$ cat src/rtl/alias_cls_pkg.sv
package alias_cls_pkg;
  localparam int WORD_W = 32;
  localparam int REG_W  = 5;
  localparam int IMM_W  = 13;
  localparam int HINT_W = 7;
  localparam int CLS_W  = 4;
  localparam logic [REG_W-1:0] REG31 = '1;

  typedef enum logic [CLS_W-1:0] {
    CLS_UNSUP   = 4'd0,
    CLS_ORR_REG = 4'd1,
    CLS_MOV_REG = 4'd2,
    CLS_ORR_IMM = 4'd3,
    CLS_MOV_IMM = 4'd4,
    CLS_ADD_IMM = 4'd5,
    CLS_MOV_SP  = 4'd6,
    CLS_SUBS    = 4'd7,
    CLS_CMP     = 4'd8,
    CLS_NOP     = 4'd9,
    CLS_HINT    = 4'd10,
    CLS_EXTR    = 4'd11,
    CLS_ROR     = 4'd12
  } alias_cls_e;

  typedef struct packed {
    alias_cls_e       cls;
    logic [REG_W-1:0] rd;
    logic [REG_W-1:0] rn;
    logic [REG_W-1:0] rm;
    logic [IMM_W-1:0] imm;
    logic             rd_sp;
    logic             rn_sp;
  } alias_res_t;

  function automatic logic [REG_W-1:0] fld_rd(input logic [WORD_W-1:0] w);
    return w[4:0];
  endfunction

  function automatic logic [REG_W-1:0] fld_rn(input logic [WORD_W-1:0] w);
    return w[9:5];
  endfunction

  function automatic logic [REG_W-1:0] fld_rm(input logic [WORD_W-1:0] w);
    return w[20:16];
  endfunction

  function automatic logic [IMM_W-1:0] fld_six(input logic [WORD_W-1:0] w);
    return IMM_W'(w[15:10]);
  endfunction

  function automatic logic [IMM_W-1:0] fld_wide(input logic [WORD_W-1:0] w);
    return w[22:10];
  endfunction
endpackage

$ cat src/rtl/alias_decode.sv
module alias_decode
  import alias_cls_pkg::*;
#(
  parameter int NAMED_HINTS = 5
) (
  input  logic [WORD_W-1:0] word,
  output alias_res_t        res
);
  logic [REG_W-1:0]  rd, rn, rm;
  logic [HINT_W-1:0] hval;
  logic is_orr_reg, is_orr_imm, is_add_imm, is_subs, is_hint, is_extr;

  always_comb begin
    rd   = fld_rd(word);
    rn   = fld_rn(word);
    rm   = fld_rm(word);
    hval = word[11:5];
    is_orr_reg = (word[30:24] == 7'b0101010) && !word[21];
    is_orr_imm = (word[30:23] == 8'b01100100);
    is_add_imm = (word[30:23] == 8'b00100010);
    is_subs    = (word[30:24] == 7'b1101011) && !word[21];
    is_hint    = (word[31:12] == 20'hD5032) && (word[4:0] == REG31);
    is_extr    = (word[30:23] == 8'b00100111) && !word[21] && (word[22] == word[31]);
  end

  always_comb begin
    res = '0;
    if (is_orr_reg) begin
      if (rn == REG31 && word[15:10] == '0) begin
        res.cls = CLS_MOV_REG; res.rd = rd; res.rn = rm;
      end else begin
        res.cls = CLS_ORR_REG; res.rd = rd; res.rn = rn; res.rm = rm;
        res.imm = fld_six(word);
      end
    end else if (is_orr_imm) begin
      res.rd  = rd;
      res.imm = fld_wide(word);
      if (rn == REG31) res.cls = CLS_MOV_IMM;
      else begin
        res.cls = CLS_ORR_IMM; res.rn = rn;
      end
    end else if (is_add_imm) begin
      res.rd = rd; res.rn = rn; res.rd_sp = 1'b1; res.rn_sp = 1'b1;
      if (word[22:10] == '0 && (rd == REG31 || rn == REG31)) res.cls = CLS_MOV_SP;
      else begin
        res.cls = CLS_ADD_IMM; res.imm = fld_wide(word);
      end
    end else if (is_subs) begin
      res.rn = rn; res.rm = rm; res.imm = fld_six(word);
      if (rd == REG31) res.cls = CLS_CMP;
      else begin
        res.cls = CLS_SUBS; res.rd = rd;
      end
    end else if (is_hint) begin
      if (hval != '0 && int'(hval) <= NAMED_HINTS) begin
        res.cls = CLS_HINT; res.imm = IMM_W'(hval);
      end else res.cls = CLS_NOP;
    end else if (is_extr) begin
      res.rd = rd; res.rn = rn; res.imm = fld_six(word);
      if (rn == rm) res.cls = CLS_ROR;
      else begin
        res.cls = CLS_EXTR; res.rm = rm;
      end
    end
  end
endmodule

$ cat src/rtl/alias_result_reg.sv
module alias_result_reg
  import alias_cls_pkg::*;
(
  input  logic       clk,
  input  logic       rst,
  input  logic       load,
  input  alias_res_t d,
  output alias_res_t q,
  output logic       valid
);
  always_ff @(posedge clk) begin
    if (rst) begin
      q     <= '0;
      valid <= 1'b0;
    end else begin
      valid <= load;
      if (load) q <= d;
    end
  end
endmodule

$ cat src/rtl/alias_classifier.sv
module alias_classifier
  import alias_cls_pkg::*;
#(
  parameter int NAMED_HINTS = 5
) (
  input  logic              clk,
  input  logic              rst,
  input  logic              in_valid,
  output logic              in_ready,
  input  logic [WORD_W-1:0] in_word,
  output logic              out_valid,
  output logic [CLS_W-1:0]  out_class,
  output logic [REG_W-1:0]  out_rd,
  output logic [REG_W-1:0]  out_rn,
  output logic [REG_W-1:0]  out_rm,
  output logic [IMM_W-1:0]  out_imm,
  output logic              out_rd_sp,
  output logic              out_rn_sp
);
  logic       ready_q;
  logic       accept;
  alias_res_t dec_res;
  alias_res_t held_res;

  always_ff @(posedge clk) begin
    if (rst) ready_q <= 1'b0;
    else     ready_q <= 1'b1;
  end

  assign in_ready = ready_q;
  assign accept   = in_valid && ready_q;

  alias_decode #(.NAMED_HINTS(NAMED_HINTS)) u_dec (
    .word (in_word),
    .res  (dec_res)
  );

  alias_result_reg u_out (
    .clk   (clk),
    .rst   (rst),
    .load  (accept),
    .d     (dec_res),
    .q     (held_res),
    .valid (out_valid)
  );

  assign out_class = held_res.cls;
  assign out_rd    = held_res.rd;
  assign out_rn    = held_res.rn;
  assign out_rm    = held_res.rm;
  assign out_imm   = held_res.imm;
  assign out_rd_sp = held_res.rd_sp;
  assign out_rn_sp = held_res.rn_sp;
endmodule


$ cat config.mk
export PLATFORM = sky130hd
export DESIGN_NAME = alias_classifier
export DESIGN_NICKNAME = d
export VERILOG_FILES = /design/src/rtl/alias_cls_pkg.sv /design/src/rtl/alias_decode.sv /design/src/rtl/alias_result_reg.sv /design/src/rtl/alias_classifier.sv
export SDC_FILE = /design/constraint.sdc
export NUM_CORES = 1
export LEC_CHECK = 0
export BUFFER_PORTS_ARGS = -buffer_cell sky130_fd_sc_hd__buf_2
export CORE_ASPECT_RATIO = 0.75
export CORE_MARGIN = 4
export CORE_UTILIZATION = 40
export CTS_BUF_LIST = sky130_fd_sc_hd__clkbuf_2
export DETAILED_ROUTE_END_ITERATION = 10
export PLACE_DENSITY = 0.65
export SYNTH_ARGS = -nofsm -noshare
export SYNTH_HDL_FRONTEND = slang
export SYNTH_SLANG_ARGS = --single-unit
$ cat constraint.sdc
create_clock -name clk -period 5.2 [get_ports clk]
set_input_delay 1.56 -clock clk [delete_from_list [all_inputs] [get_ports clk]]
set_output_delay 1.56 -clock clk [all_outputs]
set_load 0.02 [all_outputs]
==> results of run 1 <==
-- power groups by stage --
stage,combinational (uW),sequential (uW),clock (uW)
after global placement,73.9,278,0
after CTS,73.8,273,184
after floorplan,33.0,282,0
after detailed placement,73.5,278,0
after global routing,81.8,273,193
final,74.2,273,178
-- layout make-up --
class	count	share of cell area [%]
Inverter	2	0.3138
Timing Repair Buffer	71	14.96
Tap cell	57	2.981
Multi-Input combinational cell	202	49.58
Sequential cell	35	29.29
Clock buffer	5	1.046
Clock inverter	3	1.831
-- per-layer routing --
metal  vias to the layer above  GRT usage (%)  part of all wire [%]
li1                       1062              -                     -
met4                         0          3.396                  0.62
met5                         -              0                     0
met1                      1000          31.46                    48
met2                        86          30.50                    42
met3                         5          4.573                   9.3
-- per-stage QoR --
| step | util, % | total power (uW) | setup WS [ps] |
|---|---|---|---|
| 6_report | 52.33 | 525.2 | 2055 |
| 2_1_floorplan | - | 314.7 | 2200 |
| 3_3_place_gp | 50.82 | 352.0 | 1717 |
| 4_1_cts | 52.33 | 531.0 | 2039 |
| 3_5_place_dp | 50.82 | 351.7 | 1594 |
| 5_1_grt | 52.33 | 548.3 | 1833 |
-- registers in the layout (all words and copies together) (netlist names) --
name and cells:
u_out.valid 1, in_ready 1, u_out.q 33
-- final timing paths --
kind	start	endpoint	cells past startpoint
max	in_valid	u_out.q[4]$_SDFFE_PP0P_	6
min reg2reg	u_out.q[10]$_SDFFE_PP0P_	u_out.q[10]$_SDFFE_PP0P_	2
max reg2reg	in_ready$_DFF_P_	u_out.q[4]$_SDFFE_PP0P_	5
min	u_out.q[10]$_SDFFE_PP0P_	u_out.q[10]$_SDFFE_PP0P_	2
-- worst min-delay path, delay by kind of cell (launching register included) --
family / cells / cell delay [ps]
compound gates: 1 / 50
flops: 1 / 340
simple gates: 1 / 50
-- cell usage in the layout, fill, tap and decap left out, drive strengths merged, types with 2 or more instances in the layout --
master,synthesis,routed
nor2b,2,2
a2bb2oi,4,4
or3b,2,2
nor4b,2,2
clkinv,0,2
inv,2,2
nor4,7,7
clkbuf,7,5
o21ai,6,6
nor3,8,8
nand2,46,46
nor2,26,26
or3,2,2
nor4bb,2,2
nand4,9,9
buf,3,71
dfxtp,35,35
and4,3,3
a211o,3,3
a31oi,3,3
a22o,3,3
a221o,2,2
o31ai,2,2
a21oi,31,31
and2,3,3
nand3,14,14
xnor2,6,6
-- cells by family (layout without fill, tap and decap cells) --
| group | count (synthesis) | count (layout) | share of synthesized area [%] |
|---|---|---|---|
| AO/OA/AOI/OAI | 63 | 63 | 22.30 |
| buffers and inverters | 12 | 81 | 2.522 |
| AND/OR/NAND/NOR | 133 | 133 | 36.27 |
| flip-flops | 35 | 35 | 36.20 |
| XOR/XNOR | 6 | 6 | 2.715 |
==> out/metrics.cfg, run 1 <==
[logic_synthesis]
synthesis.area_sq_um=1936
synth.area.top_cells=dfxtp_1, nand2_1, a21oi_1
yosysTopAreaCellShare_pct=36.20
synth_common_cells=nand2_1, dfxtp_1, a21oi_1, nor2_1, nand3_1
synth_most_common_cell=nand2_1
synth_cell_types=51
synth_edf_count=0
synth.yosys.seq_area_share_pct=36.20
syn_nets=284
ys.flop_type=dfxtp_1
yosysTopAreaCell=dfxtp_1
yosysWarnings=0
synth_seq_cells=35
synth_area_per_cell_sq_um=7.774
syn_inst=249
ys_async_sr_fraction_pct=0

[power_and_ir_drop]
p_leak_uw=0.0009580
ir_worst_vdd_v=0.0002117
p_sw_uw=146.7
pwr-share-seq_pct=51.9
powerDensity_nw_per_um2=219.5
p_comb_share_pct=14.1
p_clk_share_pct=33.9
internal-power_uw=378.5
switching_share_pct=27.93

[die]
ios=71
initial_utilization_pct=42.34
die_w_um=88.33
die_area_sq_um=6028
num_rows=21
die_h_um=68.25
core_area_sq_um=4572

[routing]
viasPerCell=5.741
wirelength_um=6121
wl_per_cell_um=16.32
drc=0
drt_iter0_drc=177
dr.pass1.iters=4
drtAntennaViolNets=0
dr_total_vias=2153

[clock_network]
cts_hold_buf=0
cts_sinks=35
cts-root-buf=clkbuf_2
h-tree-depth=2
numCtsBuffers=5
ctsResizeCount=0
cts_tree=yes
post-cts-setup-buffer-count=0
cts_buffer_depth=2
worst_skew_pair.late_latency_ps=390
path_clk_slew_ps=190

[final_layout]
fin_nets=352
regArea_sq_um=700.7
multi_input_area_sq_um=1186
insertedDiodeCount=0
syn_to_final_growth_pct=23.59
design_area_sq_um=2392
finalNonFillerCells=375
drive_gt1_share_pct=27.99
n_fill_cell=471

[sta]
grt_setup_unrepaired=false
fin_crit_ps=3145
slew_headroom_pct=27.73
setup_tns_ps=0
setup_violations=0
finalHoldViolCount=0
fin_skew_ps=20.78
hold_ws_ps=461.7
post-route-period-util_pct=60.48
worstMarginPinSlew_ps=1081
finalMaxSlewViolations=0
max_freq_mhz=318.0

[worst_hold_path]
worstHoldPathType=reg -> reg

[critical_path]
critical_path_buf_inv_count=1
cp.required_ps=5540
slowest_delay_ps=600
reg2reg_slack_ps=2940
path_delay_family=simple AND/OR/NAND/NOR gates
crit_path_frequent_cell=nand2_1
cp-end-kind=flip-flop
crit_slowest_cell=nand2_1
critPathArrivalTime_ps=3490
crit_chain=buf_2 -> nand2_1 -> nor2_1 -> nand2_1 -> nor3_1 -> a221o_1
worstPathMaxFanout=33
start_kind=primary input
crit_type=in -> reg

[placed_design]
dp_hpwl_um=4704
gp_congestion=0.9327
port_buffers=70
postPlaceCellArea_sq_um=2323
dp.cells=367

[global_route]
grt_overflow=0
grt_pass1_vias=1863
antenna_found_initial=0
grt_usage_pct=20.84
grt_max_degree=34
grt_pass1_wl_um=9680

[run]
drv_cap=0

[outcome]
status=finished clean

Note: power is estimated with default switching activity, not from simulation.
==> run 2, diff against run 1 <==
Clock period 5.2 ns to 3 ns, I/O delays scaled along.
==> out/metrics.cfg, run 2 (synthesis results as in run 1) <==
[outcome]
status=finished clean  ; unchanged

[critical_path]
cp.required_ps=3330  ; was 5540 ps
startpoint=in_word[26]  ; was in_valid
worstPathMaxFanout=8  ; was 33
cp-endpoint=u_out.q[31]$_SDFFE_PP0P_  ; was u_out.q[4]$_SDFFE_PP0P_
rr_endpoint=u_out.q[22]$_SDFFE_PP0P_  ; was u_out.q[4]$_SDFFE_PP0P_
crit_type=in -> reg  ; unchanged
rr_worst_depth=5  ; unchanged
start_kind=primary input  ; unchanged
cp-end-kind=flip-flop  ; unchanged
reg2reg_slack_ps=1500  ; was 2940 ps
r2r_start=in_ready$_DFF_P_  ; unchanged
critPathArrivalTime_ps=2670  ; was 3490 ps

[sta]
finalMaxSlewViolations=0  ; unchanged
worstMarginPinSlew_ps=636.5  ; was 1081 ps
setup_ws_ps=655.1  ; was 2055 ps
fin_crit_ps=2345
post-route-period-util_pct=78.16
fin_skew_ps=17.15  ; was 20.78 ps
slew_headroom_pct=57.02  ; was 27.73%
setup_tns_ps=0  ; unchanged
grt_setup_unrepaired=false  ; unchanged
finalHoldViolCount=0  ; unchanged
setup_violations=0  ; unchanged
max_freq_mhz=426.5

[die]
core_area_sq_um=4572  ; unchanged
die_w_um=88.33  ; unchanged
ios=71  ; unchanged
initial_utilization_pct=42.34  ; unchanged
die_area_sq_um=6028  ; unchanged
die_h_um=68.25  ; unchanged
num_rows=21  ; unchanged

[worst_hold_path]
worstHoldPathType=reg -> reg  ; unchanged
min-delay-start=u_out.q[12]$_SDFFE_PP0P_  ; was u_out.q[10]$_SDFFE_PP0P_

[clock_network]
cts_buffer_depth=2  ; unchanged
post-cts-setup-buffer-count=0  ; unchanged
path_clk_slew_ps=180  ; was 190 ps
cts_sinks=35  ; unchanged
worst_skew_pair.late_latency_ps=390  ; about the same
h-tree-depth=2  ; unchanged
cts_tree=yes  ; unchanged
numCtsBuffers=5  ; unchanged
cts_hold_buf=0  ; unchanged
cts-root-buf=clkbuf_2  ; unchanged
ctsResizeCount=0  ; unchanged

[final_layout]
largest_reg_flops=33  ; unchanged
finalNonFillerCells=382  ; was 375
insertedDiodeCount=0  ; unchanged
layout.cells.most_common_list=buf_2, nand2_1, dfxtp_1  ; unchanged
fin_nets=359  ; was 352
final_common_cell=buf_2  ; unchanged
syn_to_final_growth_pct=26.31  ; was 23.59%
largest-register=u_out.q  ; unchanged
drive_gt1_share_pct=29.54  ; was 27.99%
utilization_pct=53.48  ; was 52.33%

[power_and_ir_drop]
powerDensity_nw_per_um2=375.6  ; was 219.5 nW/um^2
p_leak_uw=0.0009931  ; was 0.0009580 uW
p_total_uw=918.2  ; was 525.2 uW
ir_worst_vdd_v=0.0002030  ; was 0.0002117 V

[run]
drv_cap=0  ; unchanged

[routing]
viasPerCell=5.654  ; was 5.741
wl_per_cell_um=16.74  ; was 16.32 um
drt_iter0_drc=180  ; was 177
drc=0  ; unchanged
wirelength_um=6395  ; was 6121 um
dr_total_vias=2160  ; was 2153
dr.pass1.iters=4  ; unchanged
drtAntennaViolNets=0  ; unchanged

[placed_design]
post-place-ws_ps=312.8  ; was 1594 ps
dp_hpwl_um=5003  ; was 4704 um
port_buffers=70  ; unchanged
dp.cells=374  ; was 367
gp_congestion=0.9417  ; was 0.9327

[global_route]
antenna_found_initial=0  ; unchanged
grt_pass1_vias=1959  ; was 1863
grt_max_degree=33  ; was 34
grt_overflow=0  ; unchanged
grt_pass1_wl_um=10100  ; was 9680 um
grt_usage_pct=22.19  ; was 20.84%

-- run 2: changes by cell type in the layout (fill, tap and decap cells not counted) --
| cell | change |
|---|---|
| buf_4 | +7 |
-- run 2: layer usage --
metal,routed length (um),vias to the layer above,share of wire [%],track usage (%)
li1,-,1072,-,-
met1,2933,991,46,31.96
met2,2794,91,44,32.84
met3,613,6,9.6,6.859
met4,54,0,0.84,3.774
met5,0,-,0,0
-- run 2: worst min path at each step --
| stage | endpoint | slack, ps | depth (start not counted) |
|---|---|---|---|
| 2_1_floorplan | u_out.q[10]$_SDFFE_PP0P_ | 530 | 2 |
| 6_report | u_out.q[12]$_SDFFE_PP0P_ | 460 | 2 |
| 3_5_place_dp | u_out.q[16]$_SDFFE_PP0P_ | 440 | 2 |
| 3_3_place_gp | u_out.q[16]$_SDFFE_PP0P_ | 440 | 2 |
| 4_1_cts | u_out.q[16]$_SDFFE_PP0P_ | 460 | 2 |
| 5_1_grt | u_out.q[12]$_SDFFE_PP0P_ | 490 | 2 |
-- run 2: critical path: stages --
cell      delay (ps)
buf_2            170
nor4b_1          550
nand2_1          310
o211ai_1         290
a21oi_1           60
a211o_1          270
a21oi_1          110
-- run 2: power breakdown --
group	internal (uW)	switching (uW)	total (uW)
Clock	141	169	310
Combinational	48.4	87.5	136
Sequential	470	2.09	473
Total	660	258	918
-- run 2: per-stage QoR --
| stage | hold WS [ps] | area, sq um |
|---|---|---|
| floorplan | 530.2 | 1936 |
| global placement | 436.1 | 2376 |
| detailed placement | 441.4 | 2376 |
| CTS | 464.8 | 2445 |
| global route | 488.9 | 2445 |
| finish | 460.6 | 2445 |
-- run 2: area by class of cell --
class / count / area [sq um]
Clock buffer: 5 / 25.02
Clock inverter: 3 / 43.79
Fill cell: 472 / 2127
Inverter: 2 / 7.507
Multi-Input combinational cell: 202 / 1186
Sequential cell: 35 / 700.7
Tap cell: 57 / 71.32
Timing Repair Buffer: 78 / 410.4
==> run 3, diff against run 2 <==
Clock period 3 ns to 2.4 ns, I/O delays scaled along.
==> out/metrics.cfg, run 3 (synthesis results as in run 1) <==
[outcome]
status=finished clean  ; unchanged

[power_and_ir_drop]
p_clk_share_pct=25.2  ; was 33.7%
internal-power_uw=728.8  ; was 660.0 uW
p_leak_uw=0.001091  ; was 0.0009931 uW
pwr-share-seq_pct=56.6  ; was 51.5%
powerDensity_nw_per_um2=400.0  ; was 375.6 nW/um^2
p_comb_share_pct=18.2  ; was 14.8%
p_sw_uw=314.8  ; was 258.2 uW
ir_worst_vdd_v=0.0002968  ; was 0.0002030 V
switching_share_pct=30.17  ; was 28.12%
p_total_uw=1044  ; was 918.2 uW

[critical_path]
reg2reg_slack_ps=940  ; was 1500 ps
critPathArrivalTime_ps=2350  ; was 2670 ps
path_delay_family=simple AND/OR/NAND/NOR gates  ; unchanged
crit_slowest_cell=nor2_1  ; was nor4b_1
crit_type=in -> reg  ; unchanged
start_kind=primary input  ; unchanged
crit_chain=buf_2 -> buf_4 -> and3b_1 -> and4_1 -> nor2_1 -> o21ai_0 -> and2_1 -> a22o_1  ; was buf_2 -> nor4b_1 -> nand2_1 -> o211ai_1 -> a21oi_1 -> a211o_1 -> a21oi_1
critical_path_buf_inv_count=2  ; was 1
cp.required_ps=2700  ; was 3330 ps
worstPathMaxFanout=6  ; was 8
rr_endpoint=u_out.q[6]$_SDFFE_PP0P_  ; was u_out.q[22]$_SDFFE_PP0P_
cp-end-kind=flip-flop  ; unchanged
slowest_delay_ps=370  ; was 550 ps
rr_worst_depth=5  ; unchanged
r2r_start=in_ready$_DFF_P_  ; unchanged

[global_route]
grt_usage_pct=22.41  ; was 22.19%
antenna_found_initial=0  ; unchanged
grt_pass1_wl_um=10280  ; was 10100 um
grt_overflow=0  ; unchanged
grt_max_degree=33  ; unchanged
grt_pass1_vias=2028  ; was 1959

[clock_network]
cts_buffer_depth=2  ; unchanged
path_clk_slew_ps=180  ; about the same
cts_hold_buf=0  ; unchanged
ctsResizeCount=0  ; unchanged
post-cts-setup-buffer-count=0  ; unchanged
worst_skew_pair.late_latency_ps=380  ; was 390 ps
cts_sinks=35  ; unchanged
numCtsBuffers=5  ; unchanged
cts_tree=yes  ; unchanged
h-tree-depth=2  ; unchanged
cts-root-buf=clkbuf_2  ; unchanged

[final_layout]
layout.cells.most_common_list=buf_2, nand2_1, dfxtp_1  ; unchanged
multi_input_area_sq_um=1186  ; unchanged
largest_reg_flops=33  ; unchanged
largest-register=u_out.q  ; unchanged
fin_nets=383  ; was 359
utilization_pct=57.06  ; was 53.48%
drive_gt1_share_pct=33.81  ; was 29.54%
n_fill_cell=456  ; was 472
insertedDiodeCount=0  ; unchanged
final_common_cell=buf_2  ; unchanged
regArea_sq_um=700.7  ; unchanged
syn_to_final_growth_pct=34.78  ; was 26.31%

[die]
num_rows=21  ; unchanged
die_area_sq_um=6028  ; unchanged
die_w_um=88.33  ; unchanged
core_area_sq_um=4572  ; unchanged
ios=71  ; unchanged
initial_utilization_pct=42.34  ; unchanged
die_h_um=68.25  ; unchanged

[worst_hold_path]
whs_endpoint=u_out.q[9]$_SDFFE_PP0P_  ; was u_out.q[12]$_SDFFE_PP0P_
min-delay-start=u_out.q[9]$_SDFFE_PP0P_  ; was u_out.q[12]$_SDFFE_PP0P_
hold_path_depth=2  ; unchanged
worstHoldPathType=reg -> reg  ; unchanged

[routing]
dr.pass1.iters=4  ; unchanged
wirelength_um=6676  ; was 6395 um
viasPerCell=5.650  ; was 5.654
wl_per_cell_um=16.44  ; was 16.74 um
drtAntennaViolNets=0  ; unchanged
dr_total_vias=2294  ; was 2160
drc=0  ; unchanged
drt_iter0_drc=149  ; was 180

[placed_design]
port_buffers=70  ; unchanged
gp_congestion=0.9237  ; was 0.9417
dp_hpwl_um=5179  ; was 5003 um

[sta]
finalMaxSlewViolations=0  ; unchanged
grt_setup_unrepaired=false  ; unchanged
max_freq_mhz=488.2
fin_skew_ps=21.34  ; was 17.15 ps
finalHoldViolCount=0  ; unchanged
fin_crit_ps=2048
post-route-period-util_pct=85.35
slew_headroom_pct=69.57  ; was 57.02%
worstMarginPinSlew_ps=454.7  ; was 636.5 ps
setup_violations=0  ; unchanged

[run]
drv_cap=0  ; unchanged

==> run 3: cell types whose count changed in the layout (fill, tap and decap cells not counted), sizes merged <==
cell	before	now
bufinv	1	0
buf	78	102
clkinvlp	0	1
==> run 3: routing by layer <==
| metal | track usage [%] | share of wire [%] | routed length, um | up-vias |
|---|---|---|---|---|
| met3 | 4.693 | 9.9 | 663 | 8 |
| met5 | 0 | 0 | 0 | - |
| met4 | 5.283 | 0.72 | 48 | 0 |
| li1 | - | - | - | 1123 |
| met1 | 33.24 | 48 | 3178 | 1056 |
| met2 | 32.93 | 42 | 2786 | 107 |
==> run 3: stage by stage <==
step                cells  hold slack [ps]  setup WS, ps  cell area (sq um)  setup TNS (ps)
CTS                   406            466.3         365.4               2609               0
finish                406            462.4         351.6               2609               0
global route          406            488.8         226.3               2609               0
floorplan             249            530.2         239.8               1936               0
global placement      398            436.3        -103.0               2569          -286.9
detailed placement    398            446.6        -61.14               2569          -193.5
==> run 3: power by group through the flow <==
stage / registers [uW] / clock network (uW) / logic, uW
3_3_place_gp: 602 / 0 / 188
4_1_cts: 591 / 272 / 188
3_5_place_dp: 603 / 0 / 188
5_1_grt: 592 / 292 / 205
2_1_floorplan: 610 / 0 / 71.6
6_report: 591 / 263 / 190
==> run 3: area by class of cell <==
type                    count  share of cell area, %
well taps                  57                  2.734
multi-input cells         202                  45.47
clock inverters             3                 0.5755
repair buffers            102                  23.12
flip-flops and latches     35                  26.86
inverters                   2                 0.2878
clock buffers               5                 0.9592
==> run 3: worst max path at each step <==
stage / from / end / slack [ps] / cells after the start
floorplan: in_word[23] / u_out.q[5]$_SDFFE_PP0P_ / 240 / 6
global placement: in_word[25] / u_out.q[25]$_SDFFE_PP0P_ / -100 / 8
detailed placement: in_word[25] / u_out.q[27]$_SDFFE_PP0P_ / -60 / 8
CTS: in_word[25] / u_out.q[25]$_SDFFE_PP0P_ / 370 / 8
global route: in_word[25] / u_out.q[27]$_SDFFE_PP0P_ / 230 / 8
finish: in_word[25] / u_out.q[27]$_SDFFE_PP0P_ / 350 / 8
==> run 3: worst min-delay path, stage by stage, from the launching register on <==
cell and delay (ps):
dfxtp_1 340, nand2_1 50, a21oi_1 50
